$ cat config.mk
export PLATFORM = sky130hd
export DESIGN_NAME = csel_segment
export DESIGN_NICKNAME = d
export VERILOG_FILES = /design/src/rtl/csel_pkg.sv /design/src/rtl/csel_rca_fixed.sv /design/src/rtl/csel_sel_decode.sv /design/src/rtl/csel_segment.sv
export SDC_FILE = /design/constraint.sdc
export NUM_CORES = 1
export LEC_CHECK = 0
export BUFFER_PORTS_ARGS = -buffer_cell sky130_fd_sc_hd__buf_4
export CAP_MARGIN = 30
export CORE_AREA = 2 2 39 41
export DETAILED_ROUTE_END_ITERATION = 8
export DIE_AREA = 0 0 41 43
export PLACE_DENSITY = 0.73
export SLEW_MARGIN = 20
export SYNTH_ARGS = -nofsm -noshare
export SYNTH_HDL_FRONTEND = slang
export SYNTH_SLANG_ARGS = --single-unit
$ cat constraint.sdc
create_clock -name vclk -period 3.1
set_input_delay 0.31 -clock vclk [all_inputs]
set_output_delay 0.31 -clock vclk [all_outputs]
set_load 0.05 [all_outputs]
$ cat src/rtl/csel_pkg.sv
package csel_pkg;

    // How the output select of a segment is obtained.
    typedef enum logic [1:0] {
        SEL_DYNAMIC = 2'd0,  // decoded from seg_cin, cc_lo, cc_hi
        SEL_TIED0   = 2'd1,  // carry into the slice is always 0
        SEL_TIED1   = 2'd2   // carry into the slice is always 1
    } sel_mode_e;

    // Majority of three: carry out of a full adder cell.
    function automatic logic maj3(input logic x, input logic y, input logic z);
        return (x & y) | (x & z) | (y & z);
    endfunction

    // Sum bit of a full adder cell.
    function automatic logic xor3(input logic x, input logic y, input logic z);
        return x ^ y ^ z;
    endfunction

endpackage

$ cat src/rtl/csel_rca_fixed.sv
// Ripple-carry adder with a constant carry-in built into bit 0.
module csel_rca_fixed #(
    parameter int unsigned WIDTH   = 4,
    parameter bit          CIN_ONE = 1'b0
) (
    input  logic [WIDTH-1:0] opa,
    input  logic [WIDTH-1:0] opb,
    output logic [WIDTH-1:0] sum,
    output logic             cout
);
    // chain[i] is the carry into bit i, for i >= 1
    logic [WIDTH:1] chain;

    generate
        for (genvar i = 0; i < WIDTH; i++) begin : g_bit
            if (i == 0) begin : g_lsb
                if (CIN_ONE) begin : g_one
                    // a + b + 1 at bit 0: sum = a ^ ~b, carry = a | b
                    assign sum[0]   = opa[0] ^ ~opb[0];
                    assign chain[1] = opa[0] | opb[0];
                end else begin : g_zero
                    // a + b + 0 at bit 0: half adder
                    assign sum[0]   = opa[0] ^ opb[0];
                    assign chain[1] = opa[0] & opb[0];
                end
            end else begin : g_upper
                assign sum[i]     = csel_pkg::xor3(opa[i], opb[i], chain[i]);
                assign chain[i+1] = csel_pkg::maj3(opa[i], opb[i], chain[i]);
            end
        end
    endgenerate

    assign cout = chain[WIDTH];
endmodule

$ cat src/rtl/csel_sel_decode.sv
// Three-input select decoder: picks the carry-in-1 adder when the real
// carry into this slice is 1.
module csel_sel_decode (
    input  logic blk_cin,
    input  logic cc_lo,
    input  logic cc_hi,
    output logic pick_hi
);
    always_comb begin
        pick_hi = (~blk_cin & cc_lo) | (blk_cin & cc_hi);
    end
endmodule

$ cat src/rtl/csel_segment.sv
module csel_segment
    import csel_pkg::*;
#(
    parameter int unsigned WIDTH    = 8,
    parameter sel_mode_e   SEL_MODE = SEL_DYNAMIC
) (
    input  logic [WIDTH-1:0] opa,
    input  logic [WIDTH-1:0] opb,
    input  logic             seg_cin,
    input  logic             cc_lo,
    input  logic             cc_hi,
    output logic [WIDTH-1:0] seg_sum,
    output logic             seg_cout
);
    localparam int unsigned RW = WIDTH + 1;

    typedef struct packed {
        logic             cout;
        logic [WIDTH-1:0] sum;
    } seg_res_t;

    seg_res_t res_d;

    generate
        if (SEL_MODE == SEL_DYNAMIC) begin : g_dyn
            logic [WIDTH-1:0] sum_z, sum_o;
            logic             cout_z, cout_o;
            logic             pick_hi;

            csel_rca_fixed #(.WIDTH(WIDTH), .CIN_ONE(1'b0)) u_rca_z (
                .opa(opa), .opb(opb), .sum(sum_z), .cout(cout_z)
            );
            csel_rca_fixed #(.WIDTH(WIDTH), .CIN_ONE(1'b1)) u_rca_o (
                .opa(opa), .opb(opb), .sum(sum_o), .cout(cout_o)
            );
            csel_sel_decode u_dec (
                .blk_cin(seg_cin), .cc_lo(cc_lo), .cc_hi(cc_hi), .pick_hi(pick_hi)
            );

            always_comb begin
                res_d = pick_hi ? seg_res_t'({cout_o, sum_o})
                                : seg_res_t'({cout_z, sum_z});
            end
        end else begin : g_tied
            logic [WIDTH-1:0] sum_t;
            logic             cout_t;
            logic             unused_sel_inputs;

            csel_rca_fixed #(
                .WIDTH  (WIDTH),
                .CIN_ONE(SEL_MODE == SEL_TIED1)
            ) u_rca_t (
                .opa(opa), .opb(opb), .sum(sum_t), .cout(cout_t)
            );

            assign unused_sel_inputs = ^{seg_cin, cc_lo, cc_hi};

            always_comb begin
                res_d = seg_res_t'({cout_t, sum_t});
            end
        end
    endgenerate

    logic [RW-1:0] flat_d;
    always_comb begin
        flat_d   = res_d;
        seg_sum  = flat_d[WIDTH-1:0];
        seg_cout = flat_d[WIDTH];
    end
endmodule

======== After elaboration in Yosys (flattened, before gate mapping) ========
Index checks and enable logic that the tools add are counted.
cells by class
  $add $sub $neg .......................... 0
  $mul .................................... 0
  divide/modulo/power cells ............... 0
  order comparisons ....................... 0
  equality and inequality tests ........... 0
  shifts and indexed selects .............. 0
  mux-type cells .......................... 1
  bitwise gates (word level) .............. 93
  reduce and logical (&&, ||, !) cells .... 0
operator list
  operator       number
  $and A1 B1 Y1  38
  $or A1 B1 Y1   30
  $xor A1 B1 Y1  23
  $mux W9        1
  $not A1 Y1     2
storage, ports and cells
  flip-flop bits (word level) ............. 0
  latch bits .............................. 0
  memory bits (writable) .................. 0
  ROM bits ................................ 0
  input port bits ......................... 19
  output and inout port bits .............. 9
  word-level logic and storage cells ...... 94
  memories kept ........................... 0

======== Depth between registers and ports, before layout ========
Gate-level depths: netlist (run 1).
  depth in word-level cells ............... 23
  depth in mapped cells ................... 6
  depth with buffers taken out ............ 6

======== By module ========
From an unflattened synthesis (run 1), not the netlist that was laid out.
second synthesis, totals
  cell total of the unflattened synthesis .. 41
  area total of the unflattened synthesis .. 519.2 µm²
by module, submodules not included
  module                          instances  cells an instance  area each (µm²)  seq. area each (µm²)
  csel_rca_fixed (g_dyn.u_rca_o)  1          17                 186.4            0.0
  csel_rca_fixed (g_dyn.u_rca_z)  1          13                 171.4            0.0
  csel_segment                    1          10                 146.4            0.0
  csel_sel_decode                 1          1                  15.0             0.0

======== Least setup slack after synthesis (run 1) ========
Ideal clock, no wire load.
  path kind ............................... input to output
  start point ............................. input port opa[2]
  end point ............................... output port seg_sum[6]
  arrival time ............................ 1.857 ns
  required time ........................... 2.790 ns
  setup slack ............................. 0.933 ns
  stages on the path ...................... 6
  cells stage by stage .................... ha_1 -> o32a_1 -> nor2_1 -> a31oi_4 -> a21boi_0 -> xnor2_1
between the ends
  word-level cells in the longest chain between the ends .. 14
  elaborated cells on any way between the ends .. 34
RTL lines
  item                       RTL line            source
  start, declared            csel_segment.sv:7   input logic [WIDTH-1:0] opa,
  $and A1 B1 Y1              csel_pkg.sv:12      return (x & y) | (x & z) | (y & z);
  $or A1 B1 Y1 (2 in a row)  csel_pkg.sv:12
  $and A1 B1 Y1              csel_pkg.sv:12
  $or A1 B1 Y1 (2 in a row)  csel_pkg.sv:12
  $and A1 B1 Y1              csel_pkg.sv:12
  $or A1 B1 Y1 (2 in a row)  csel_pkg.sv:12
  $and A1 B1 Y1              csel_pkg.sv:12
  $or A1 B1 Y1 (2 in a row)  csel_pkg.sv:12
  $xor A1 B1 Y1              csel_pkg.sv:17      return x ^ y ^ z;
  $mux W9 *                  csel_segment.sv:41  res_d = pick_hi ? seg_res_t'({cout_o, sum_o})
  end, declared              csel_segment.sv:12  output logic [WIDTH-1:0] seg_sum,
Mark *: on every way between the ends. The rest lies on a longest branch, timed or not.

======== Worst setup path in the final report (run 1) ========
  start point ............................. input port opa[2]
  end point ............................... output port seg_sum[7]
between the ends
  word-level cells in the longest chain between the ends .. 17
  elaborated cells on any way between the ends .. 42
RTL lines
  item                       RTL line
  $and A1 B1 Y1              csel_pkg.sv:12
  $or A1 B1 Y1 (2 in a row)  csel_pkg.sv:12
  $and A1 B1 Y1              csel_pkg.sv:12
  $or A1 B1 Y1 (2 in a row)  csel_pkg.sv:12
  $and A1 B1 Y1              csel_pkg.sv:12
  $or A1 B1 Y1 (2 in a row)  csel_pkg.sv:12
  $and A1 B1 Y1              csel_pkg.sv:12
  $or A1 B1 Y1 (2 in a row)  csel_pkg.sv:12
  $and A1 B1 Y1              csel_pkg.sv:12
  $or A1 B1 Y1 (2 in a row)  csel_pkg.sv:12
  $xor A1 B1 Y1              csel_pkg.sv:17
  $mux W9 *                  csel_segment.sv:41
Marked as above.

==> results by group, run 1 <==
Timing
  – Final Max Tran Viols: 0
  – Actual slew at the worst max-slew pin: 0.2509 ns
  – TNS Setup: 0 ns
  – Rel. slew slack: 83.27%
  – Final period util: 69.82%
  – Tmin final: 2.164 ns
  – Final hold slack: 1.039 ns
  – Final hold violation count: 0
  – Achievable frequency: 0.4620 GHz
  – Unrepaired setup endpoints after global routing: false
  – Final setup vio count: 0

Route
  – Drt pass-1 iters: 2
  – DR vias: 419
  – DRT antenna net count: 0
  – Vias per cell: 4.872
  – DRC: 0
  – Wire length per cell: 9.372 µm
  – Iter 0 DRT Violations: 1
  – Routed WL: 806 µm

Setup path
  – Worst Path Arrival: 1.85 ns
  – CP max stage cell: o32a_1
  – Critical Path RT: 2.79 ns
  – Critical path class: in2out
  – Worst setup SP type: input pin
  – CP Cell Sequence: buf_4 -> ha_1 -> o32a_1 -> nor2_1 -> a31oi_4 -> a311oi_4 -> xnor2_1 -> buf_4
  – Critical-path maximum fanout: 4
  – CP Capture Type: output pin
  – Critical path's largest stage delay: 0.35 ns
  – Crit path top cell by count: buf_4

Flow run
  – Max Cap Viol: 0

Layout
  – Sequential cells: 0
  – FF/Latch Area: 0 µm²
  – Final Non-Filler Cells: 86
  – Layout cells sized above 1: 52.86%
  – Area grow syn2layout: 59.16%
  – N_diodes: 0
  – Clock buf count: 0
  – Nets@finish: 98
  – Area of the multi-input gates: 389.1 µm²
  – Fill cell count: 145

Die
  – Die X: 41 µm
  – Die Y-Extent: 43 µm
  – Core area: 1384 µm²
  – Starting Density: 28.12%
  – Row cnt: 14
  – Io pins: 28
  – Full die area: 1763 µm²

Synth
  – Area contributors post-synth: ha_1 (23%), xnor2_1 (16%), a31oi_4 (11%)
  – Mapped cell area: 389.1 µm²
  – Most common cell in the netlist: nor2_1
  – Largest family of logic cells by synthesized area: compound AO/OA/AOI/OAI gates
  – Cells after Synth: 42
  – Cell taking the most area after synthesis: ha_1
  – Post-synth cell types: 16
  – Post-Synth Adder-Cell Area: 25.40%
  – Synth Area in Compound Gates: 34.73%
  – Mapped Nets: 68
  – Syn Area/Cell: 9.265 µm²
  – Multiplexer area fraction after synthesis: 3.859%
  – Post-synth top cells: nor2_1 (9), ha_1 (7), xnor2_1 (7)
  – Top-area cell type share of the netlist area: 22.51%
  – Area share of and/or/nand/nor cells after synthesis: 15.76%
  – Seq/Total Area, Yosys: 0%
  – Synth Area in XOR/XNOR: 20.26%
  – Synth warnings: 0

Global routing
  – Total grt overflow: 0
  – Largest net degree at the start of global routing: 5
  – Initial antenna violation count: 0
  – First-pass GRT wire length: 1255 µm
  – Global Route Usage Sum: 9.309%
  – Vias in the first global route: 383

Placement
  – Routability congestion estimate: 0.6890
  – Input/output buffers: 28
  – Dpl cells: 86

Status
  – Status: completed

Clock tree
  – # Post-CTS Setup Buffers: 0
  – Resize count post-CTS: 0
  – Hold-fix buffers, CTS: 0

Power and ir drop
  – Peak VDD IR: 157.1 µV
  – Overall power: 0.2190 mW
  – LEAKAGE: 0.2782 nW
  – Pwr dens: 353.6 nW/µm²

Hold path
  – Hold Crit Class: in2out
[path summary, 6_finish.rpt]
check / start / endpoint / cells past startpoint
setup / recovery: opa[2] / seg_sum[7] / 8
hold / removal: opb[7] / seg_cout / 4
[where the power goes]
group	internal, mW	switching (mW)	total, mW	leakage (nW)
Sequential	0	0	0	0
Clock	0	0	0	0
Combinational	0.0823	0.137	0.219	0.278
Total	0.0823	0.137	0.219	0.278
[per-stage QoR]
step | worst slack [ns] | cell area, µm² | utilization, %
finish | 0.9356 | 619.3 | 44.76
global placement | 0.9359 | 619.3 | 44.76
global route | 0.8244 | 619.3 | 44.76
CTS | 0.9219 | 619.3 | 44.76
floorplan | 0.9330 | 389.1 | -
detailed placement | 0.9223 | 619.3 | 44.76
[cell usage in the layout (no fill, tap or decap), drive strengths merged, types with 2 or more instances in the layout]
cell type	instances
a21oi	4
a31oi	2
buf	28
ha	7
nor2	9
or2	3
xnor2	7
xor2	2
[worst max-delay path, delay by kind of cell]
| family | cells | cell delay (ns) |
|---|---|---|
| and+or+nand+nor | 1 | 0.17 |
| buffers and inverters | 2 | 0.33 |
| AOI/OAI and AO/OA | 3 | 0.68 |
| adders and majority gates | 1 | 0.22 |
| xor gates and xnor gates | 1 | 0.15 |
[layer usage]
metal / share of wire [%] / track usage [%] / vias to the layer above / routed length (µm)
li1: - / - / 210 / -
met1: 31 / 7.325 / 192 / 249
met5: 0 / 0 / - / 0
met3: 6.3 / 0 / 0 / 51
met2: 63 / 21.88 / 17 / 505
met4: 0 / 0 / 0 / 0
[cell type report]
class,instances,area share (%)
repair buffers,28,33.94
multi-input cells,42,62.83
well taps,16,3.232
[cell families after synthesis]
logic type,Yosys count
adder cells (fa/ha/maj),8
multiplexers,1
AO/OA/AOI/OAI,11
AND/OR/NAND/NOR,13
XOR/XNOR,9
No activity file was read; power rests on OpenSTA's default activity.
==> run 2: changes to the inputs <==
Clock period 3.1 ns to 2 ns, I/O delays scaled along.
==> results by group, run 2 (synthesized netlist as in run 1, its figures left out) <==
Status
  – Status: completed

Setup path
  – CP Launch Point: opa[2]
  – Critical-path maximum fanout: 4 (unchanged)
  – Critical Path RT: 1.80 ns (-0.99 ns)
  – Crit path top cell by count: buf_4
  – Worst Path Arrival: 1.68 ns (-0.17 ns)
  – Worst setup SP type: input pin
  – CP Capture Type: output pin
  – CP Cell Sequence: buf_4 -> ha_2 -> o32a_1 -> nor2_2 -> a31oi_4 -> a311oi_4 -> xnor2_1 -> buf_4
  – CP max stage cell: a311oi_4
  – Critical path class: in2out
  – Critical path's largest stage delay: 0.30 ns (-0.05 ns)

Route
  – DR vias: 416 (-0.72%)
  – DRC: 0 (unchanged)
  – Drt pass-1 iters: 2 (unchanged)
  – Iter 0 DRT Violations: 1 (unchanged)
  – DRT antenna net count: 0 (unchanged)
  – Vias per cell: 4.837 (-0.72%)
  – Wire length per cell: 9.337 µm (-0.37%)
  – Routed WL: 803 µm (-0.37%)

Die
  – Die X: 41 µm (unchanged)
  – Starting Density: 28.12% (unchanged)
  – Core area: 1384 µm² (unchanged)
  – Row cnt: 14 (unchanged)
  – Full die area: 1763 µm² (unchanged)
  – Die Y-Extent: 43 µm (unchanged)
  – Io pins: 28 (unchanged)

Placement
  – Placed Area: 619.3 µm² (unchanged)
  – Routability congestion estimate: 0.6890 (unchanged)
  – Input/output buffers: 28 (unchanged)
  – Dpl cells: 86 (unchanged)
  – Dpl ws: 0.04229 ns (-0.8800 ns)

Layout
  – Clock buf count: 0 (unchanged)
  – Most frequent cells in the layout: buf_4 (28), nor2_1 (8), xnor2_1 (7), ha_1 (6), a21oi_1 (4)
  – Final Non-Filler Cells: 86 (unchanged)
  – Nets@finish: 98 (unchanged)
  – Sequential cells: 0 (unchanged)
  – Layout cells sized above 1: 55.71% (+2.9 points)
  – Area grow syn2layout: 60.45%
  – N_diodes: 0 (unchanged)
  – Core Util, Final: 45.12% (+0.36 points)
  – Commonest non-fill, non-tap cell in the layout: buf_4
  – Fill cell count: 144 (-0.69%)
  – FF/Latch Area: 0 µm² (unchanged)
  – Post-route design area: 624.3 µm² (+0.81%)

Timing
  – Achievable frequency: 0.5316 GHz
  – Final hold slack: 0.8170 ns (-0.2219 ns)
  – Unrepaired setup endpoints after global routing: false
  – Final period util: 94.06%
  – Tmin final: 1.881 ns
  – Final hold violation count: 0 (unchanged)
  – Final Max Tran Viols: 0 (unchanged)
  – Actual slew at the worst max-slew pin: 0.2489 ns (-0.001952 ns)
  – Rel. slew slack: 83.40% (+0.13 points)
  – Final worst setup slack: 0.1187 ns (-0.8168 ns)
  – TNS Setup: 0 ns (unchanged)
  – Final setup vio count: 0 (unchanged)

Power and ir drop
  – Sw Pwr: 0.2122 mW (+55%)
  – Peak VDD IR: 244.3 µV (+55%)
  – P_int: 0.1285 mW (+56%)
  – Switching share of power: 62.28% (-0.15 points)
  – Sequential share of power: 0% (unchanged)
  – Overall power: 0.3408 mW (+56%)
  – Comb pwr share: 100.0% (about the same)
  – Pwr dens: 545.8 nW/µm² (+54%)
  – LEAKAGE: 0.2760 nW (-0.78%)
  – Clock share of power: 0% (unchanged)

Global routing
  – Global Route Usage Sum: 9.309% (unchanged)
  – Initial antenna violation count: 0 (unchanged)
  – First-pass GRT wire length: 1255 µm (unchanged)
  – Vias in the first global route: 383 (unchanged)
  – Largest net degree at the start of global routing: 5 (unchanged)
  – Total grt overflow: 0 (unchanged)

Hold path
  – Min-delay src: opb[7]
  – Hold depth: 4 (unchanged)
  – Hold Crit Class: in2out

Flow run
  – Max Cap Viol: 0 (unchanged)

Clock tree
  – # Post-CTS Setup Buffers: 0 (unchanged)
-- run 2: cell counts in the layout (fill, tap and decap cells not counted) --
No cell type changed its count.
-- run 2: worst max-delay path, delay by kind of cell --
kind | cells | cell delay [ns]
adders and majority gates | 1 | 0.19
xor gates and xnor gates | 1 | 0.15
AOI/OAI and AO/OA | 3 | 0.65
buffers and inverters | 2 | 0.33
and+or+nand+nor | 1 | 0.15
-- run 2: layer usage --
metal | share of wire, % | global-route usage (%) | vias up
met3 | 6.4 | 0 | 0
met1 | 31 | 7.325 | 189
met2 | 63 | 21.88 | 17
met4 | 0 | 0 | 0
li1 | - | - | 210
met5 | 0 | 0 | -
-- run 2: layout make-up --
type / count / area [µm²] / area share (%)
well taps: 16 / 20.02 / 3.206
repair buffers: 28 / 210.2 / 33.67
multi-input cells: 42 / 394.1 / 63.13
-- run 2: path summary, 6_finish.rpt --
check	end	slack [ns]
max	seg_sum[7]	0.12
min	seg_cout	0.82
-- run 2: power groups by stage --
| stage | clock network, mW | logic (mW) | registers, mW |
|---|---|---|---|
| 4_1_cts | 0 | 0.343 | 0 |
| 6_report | 0 | 0.341 | 0 |
| 3_3_place_gp | 0 | 0.338 | 0 |
| 3_5_place_dp | 0 | 0.342 | 0 |
| 2_1_floorplan | 0 | 0.235 | 0 |
| 5_1_grt | 0 | 0.359 | 0 |
-- run 2: repair_timing --
item | CTS | global route
gates resized for setup | 0 | 2
hold buffers | 0 | 0
setup endpoints to repair | 0 | 2
==> run 3: changes to the inputs <==
Settings changed: CORE_AREA 2 2 39 41 to default, CORE_MARGIN from default to 2, CORE_UTILIZATION from default to 40, DIE_AREA 0 0 41 43 to default, PLACE_DENSITY 0.73 to 0.85, SYNTH_HIERARCHICAL from default to 1.
==> results by group, run 3 <==
Setup path
  – Critical path's largest stage delay: 0.39 ns (+0.09 ns)
  – CP Cell Sequence: buf_12 -> inv_12 -> ha_4 -> inv_2 -> fa_2 -> fa_2 -> fa_2 -> fa_2 -> fa_2 -> fa_2 -> inv_2 -> fa_1 -> inv_1 -> mux2_4 -> buf_8
  – Critical Path RT: 1.80 ns (about the same)
  – CP max stage cell: fa_1
  – Worst Path Arrival: 3.35 ns (+1.67 ns)
  – Crit path top cell by count: fa_2
  – Critical path class: in2out
  – Crit-path leading delay family: adder cells
  – CP Capture Type: output pin
  – Critical-path maximum fanout: 2 (-2)
  – CP Buf/Inv Count: 6 (+4)
  – Worst setup SP type: input pin
  – Stages on the worst setup path: 15 (+7)

Layout
  – Area grow syn2layout: 64.58%
  – Area of the multi-input gates: 510.5 µm² (+30%)
  – Sequential cells: 0 (unchanged)
  – Commonest non-fill, non-tap cell in the layout: buf_4
  – Clock buf count: 0 (unchanged)
  – Most frequent cells in the layout: buf_4 (20), fa_2 (12), mux2_4 (10), inv_1 (10), buf_6 (5)
  – FF/Latch Area: 0 µm² (unchanged)
  – Core Util, Final: 73.92% (+29 points)
  – Layout cells sized above 1: 82.35% (+27 points)
  – Post-route design area: 854.6 µm² (+37%)
  – N_diodes: 0 (unchanged)
  – Nets@finish: 105 (+7.1%)
  – Fill cell count: 87 (-40%)
  – Final Non-Filler Cells: 82 (-4.7%)

Clock tree
  – # Post-CTS Setup Buffers: 0 (unchanged)

Synth
  – Mapped cell area: 519.2 µm² (+33%)
  – Area contributors post-synth: fa_1 (54%), mux2_4 (29%), inv_1 (10%)
  – Synth warnings: 6 (+6)
  – Cells after Synth: 41 (-2.4%)
  – Mapped Nets: 76 (+12%)
  – Syn Area/Cell: 12.66 µm² (+37%)
  – Post-synth top cells: fa_1 (14), inv_1 (14), mux2_4 (10)
  – Cell taking the most area after synthesis: fa_1
  – Seq/Total Area, Yosys: 0% (unchanged)
  – Top-area cell type share of the netlist area: 53.98% (+31 points)
  – Post-synth cell types: 5 (-11)

Timing
  – Unrepaired setup endpoints after global routing: true
  – TNS Setup: -5.877 ns (-5.877 ns)
  – Final worst setup slack: -1.552 ns (-1.671 ns)
  – Actual slew at the worst max-slew pin: 0.1809 ns (-0.06803 ns)
  – Rel. slew slack: 87.94% (+4.5 points)
  – Final hold violation count: 0 (unchanged)
  – Final Max Tran Viols: 0 (unchanged)
  – Achievable frequency: 0.2815 GHz (-47%)
  – Tmin final: 3.552 ns (+1.671 ns)
  – Final period util: 177.6% (+84 points)
  – Final setup vio count: 6 (+6)

Power and ir drop
  – P_int: 0.2001 mW (+56%)
  – Clock share of power: 0% (unchanged)
  – Peak VDD IR: 301.3 µV (+23%)
  – LEAKAGE: 0.4124 nW (+49%)
  – Switching share of power: 54.34% (-7.9 points)
  – Comb pwr share: 100.0% (about the same)
  – Sequential share of power: 0% (unchanged)
  – Pwr dens: 512.9 nW/µm² (-6.0%)
  – Sw Pwr: 0.2382 mW (+12%)

Die
  – Row cnt: 12 (-2)
  – Die Y-Extent: 40.03 µm (-6.9%)
  – Starting Density: 44.91% (+17 points)
  – Die X: 40.03 µm (-2.4%)
  – Io pins: 28 (unchanged)
  – Full die area: 1602 µm² (-9.1%)
  – Core area: 1156 µm² (-16%)

Flow run
  – Max Cap Viol: 0 (unchanged)

Placement
  – Dpl cells: 82 (-4.7%)
  – Input/output buffers: 28 (unchanged)
  – Dpl ws: -1.690 ns (-1.732 ns)
  – Placed Area: 795.8 µm² (+28%)
  – Routability congestion estimate: 0.5948 (-14%)
  – Final HPWL DP: 879.6 µm

Route
  – DRT antenna net count: 0 (unchanged)
  – Vias per cell: 4.598 (-5.0%)
  – DRC: 0 (unchanged)
  – Wire length per cell: 11.49 µm (+23%)
  – Iter 0 DRT Violations: 1 (unchanged)
  – Drt pass-1 iters: 2 (unchanged)
  – DR vias: 377 (-9.4%)
  – Routed WL: 942 µm (+17%)

Hold path
  – Hold depth: 4 (unchanged)
  – Hold EP: seg_sum[0]
  – Min-delay src: opb[0]
  – Hold Crit Class: in2out

Global routing
  – Global Route Usage Sum: 14.37% (+5.1 points)
  – Largest net degree at the start of global routing: 10 (+5)
  – Initial antenna violation count: 0 (unchanged)
  – Total grt overflow: 0 (unchanged)
  – First-pass GRT wire length: 1538 µm (+23%)
  – Vias in the first global route: 403 (+5.2%)

Status
  – Failing checks: negative setup slack
  – Status: finished, violations left
## run 3: cell count changes after synthesis, moves of 2 or more
| cell | previous run | this run |
|---|---|---|
| xnor2_1 | 7 | 0 |
| a31oi_4 | 2 | 0 |
| xor2_1 | 2 | 0 |
| fa_1 | 0 | 14 |
| a21oi_1 | 4 | 0 |
| inv_1 | 0 | 14 |
| ha_1 | 7 | 2 |
| nor2_1 | 9 | 0 |
| or2_2 | 2 | 0 |
| mux2_4 | 1 | 10 |
## run 3: worst max-delay path by stage
stage                 from         end  slack (ns)
finish              opa[0]  seg_sum[7]       -1.55
global route        opa[0]  seg_sum[7]       -1.65
CTS                 opa[0]  seg_sum[7]       -1.58
detailed placement  opa[0]  seg_sum[7]       -1.69
global placement    opa[0]  seg_sum[7]       -1.65
floorplan           opa[0]  seg_sum[7]       -1.35
## run 3: worst min-delay path: stages
cell and delay, ns:
buf_6 0.10, ha_4 0.11, mux2_4 0.13, buf_4 0.19
## run 3: what timing repair did
action                                  4_1_cts  5_1_grt
endpoints found under the setup margin        6        6
gates resized for setup                      15        0
hold buffers                                  0        0
pin swaps                                     1        0
## run 3: logic make-up after synthesis
| logic type | after synthesis | share of synthesized area (%) |
|---|---|---|
| adder cells (fa/ha/maj) | 16 | 58.79 |
| buffers and inverters | 15 | 12.29 |
| multiplexers | 10 | 28.91 |
## run 3: per-stage QoR
step           power [mW]  hold slack (ns)
2_1_floorplan      0.2851           0.7461
3_3_place_gp       0.3930           0.9579
6_report           0.4383           0.9367
5_1_grt            0.4726           0.9502
4_1_cts            0.4442           0.9208
3_5_place_dp       0.4051           0.9637
## run 3: area by class of cell
class / count / area share, %
multi-input combinational: 26 / 59.74
inverter: 14 / 8.199
timing repair buffer: 28 / 30.01
tap: 14 / 2.050
## run 3: power by group through the flow
stage / Combinational (mW) / Clock, mW / Sequential [mW]
finish: 0.438 / 0 / 0
CTS: 0.444 / 0 / 0
floorplan: 0.285 / 0 / 0
global route: 0.473 / 0 / 0
detailed placement: 0.405 / 0 / 0
global placement: 0.393 / 0 / 0
## run 3: per-layer routing
metal | vias to the layer above | routed length [µm] | GRT usage, %
met5 | - | 0 | 0
li1 | 174 | - | -
met2 | 20 | 596 | 32.26
met1 | 183 | 265 | 13.89
met4 | 0 | 0 | 0
met3 | 0 | 80 | 1.667
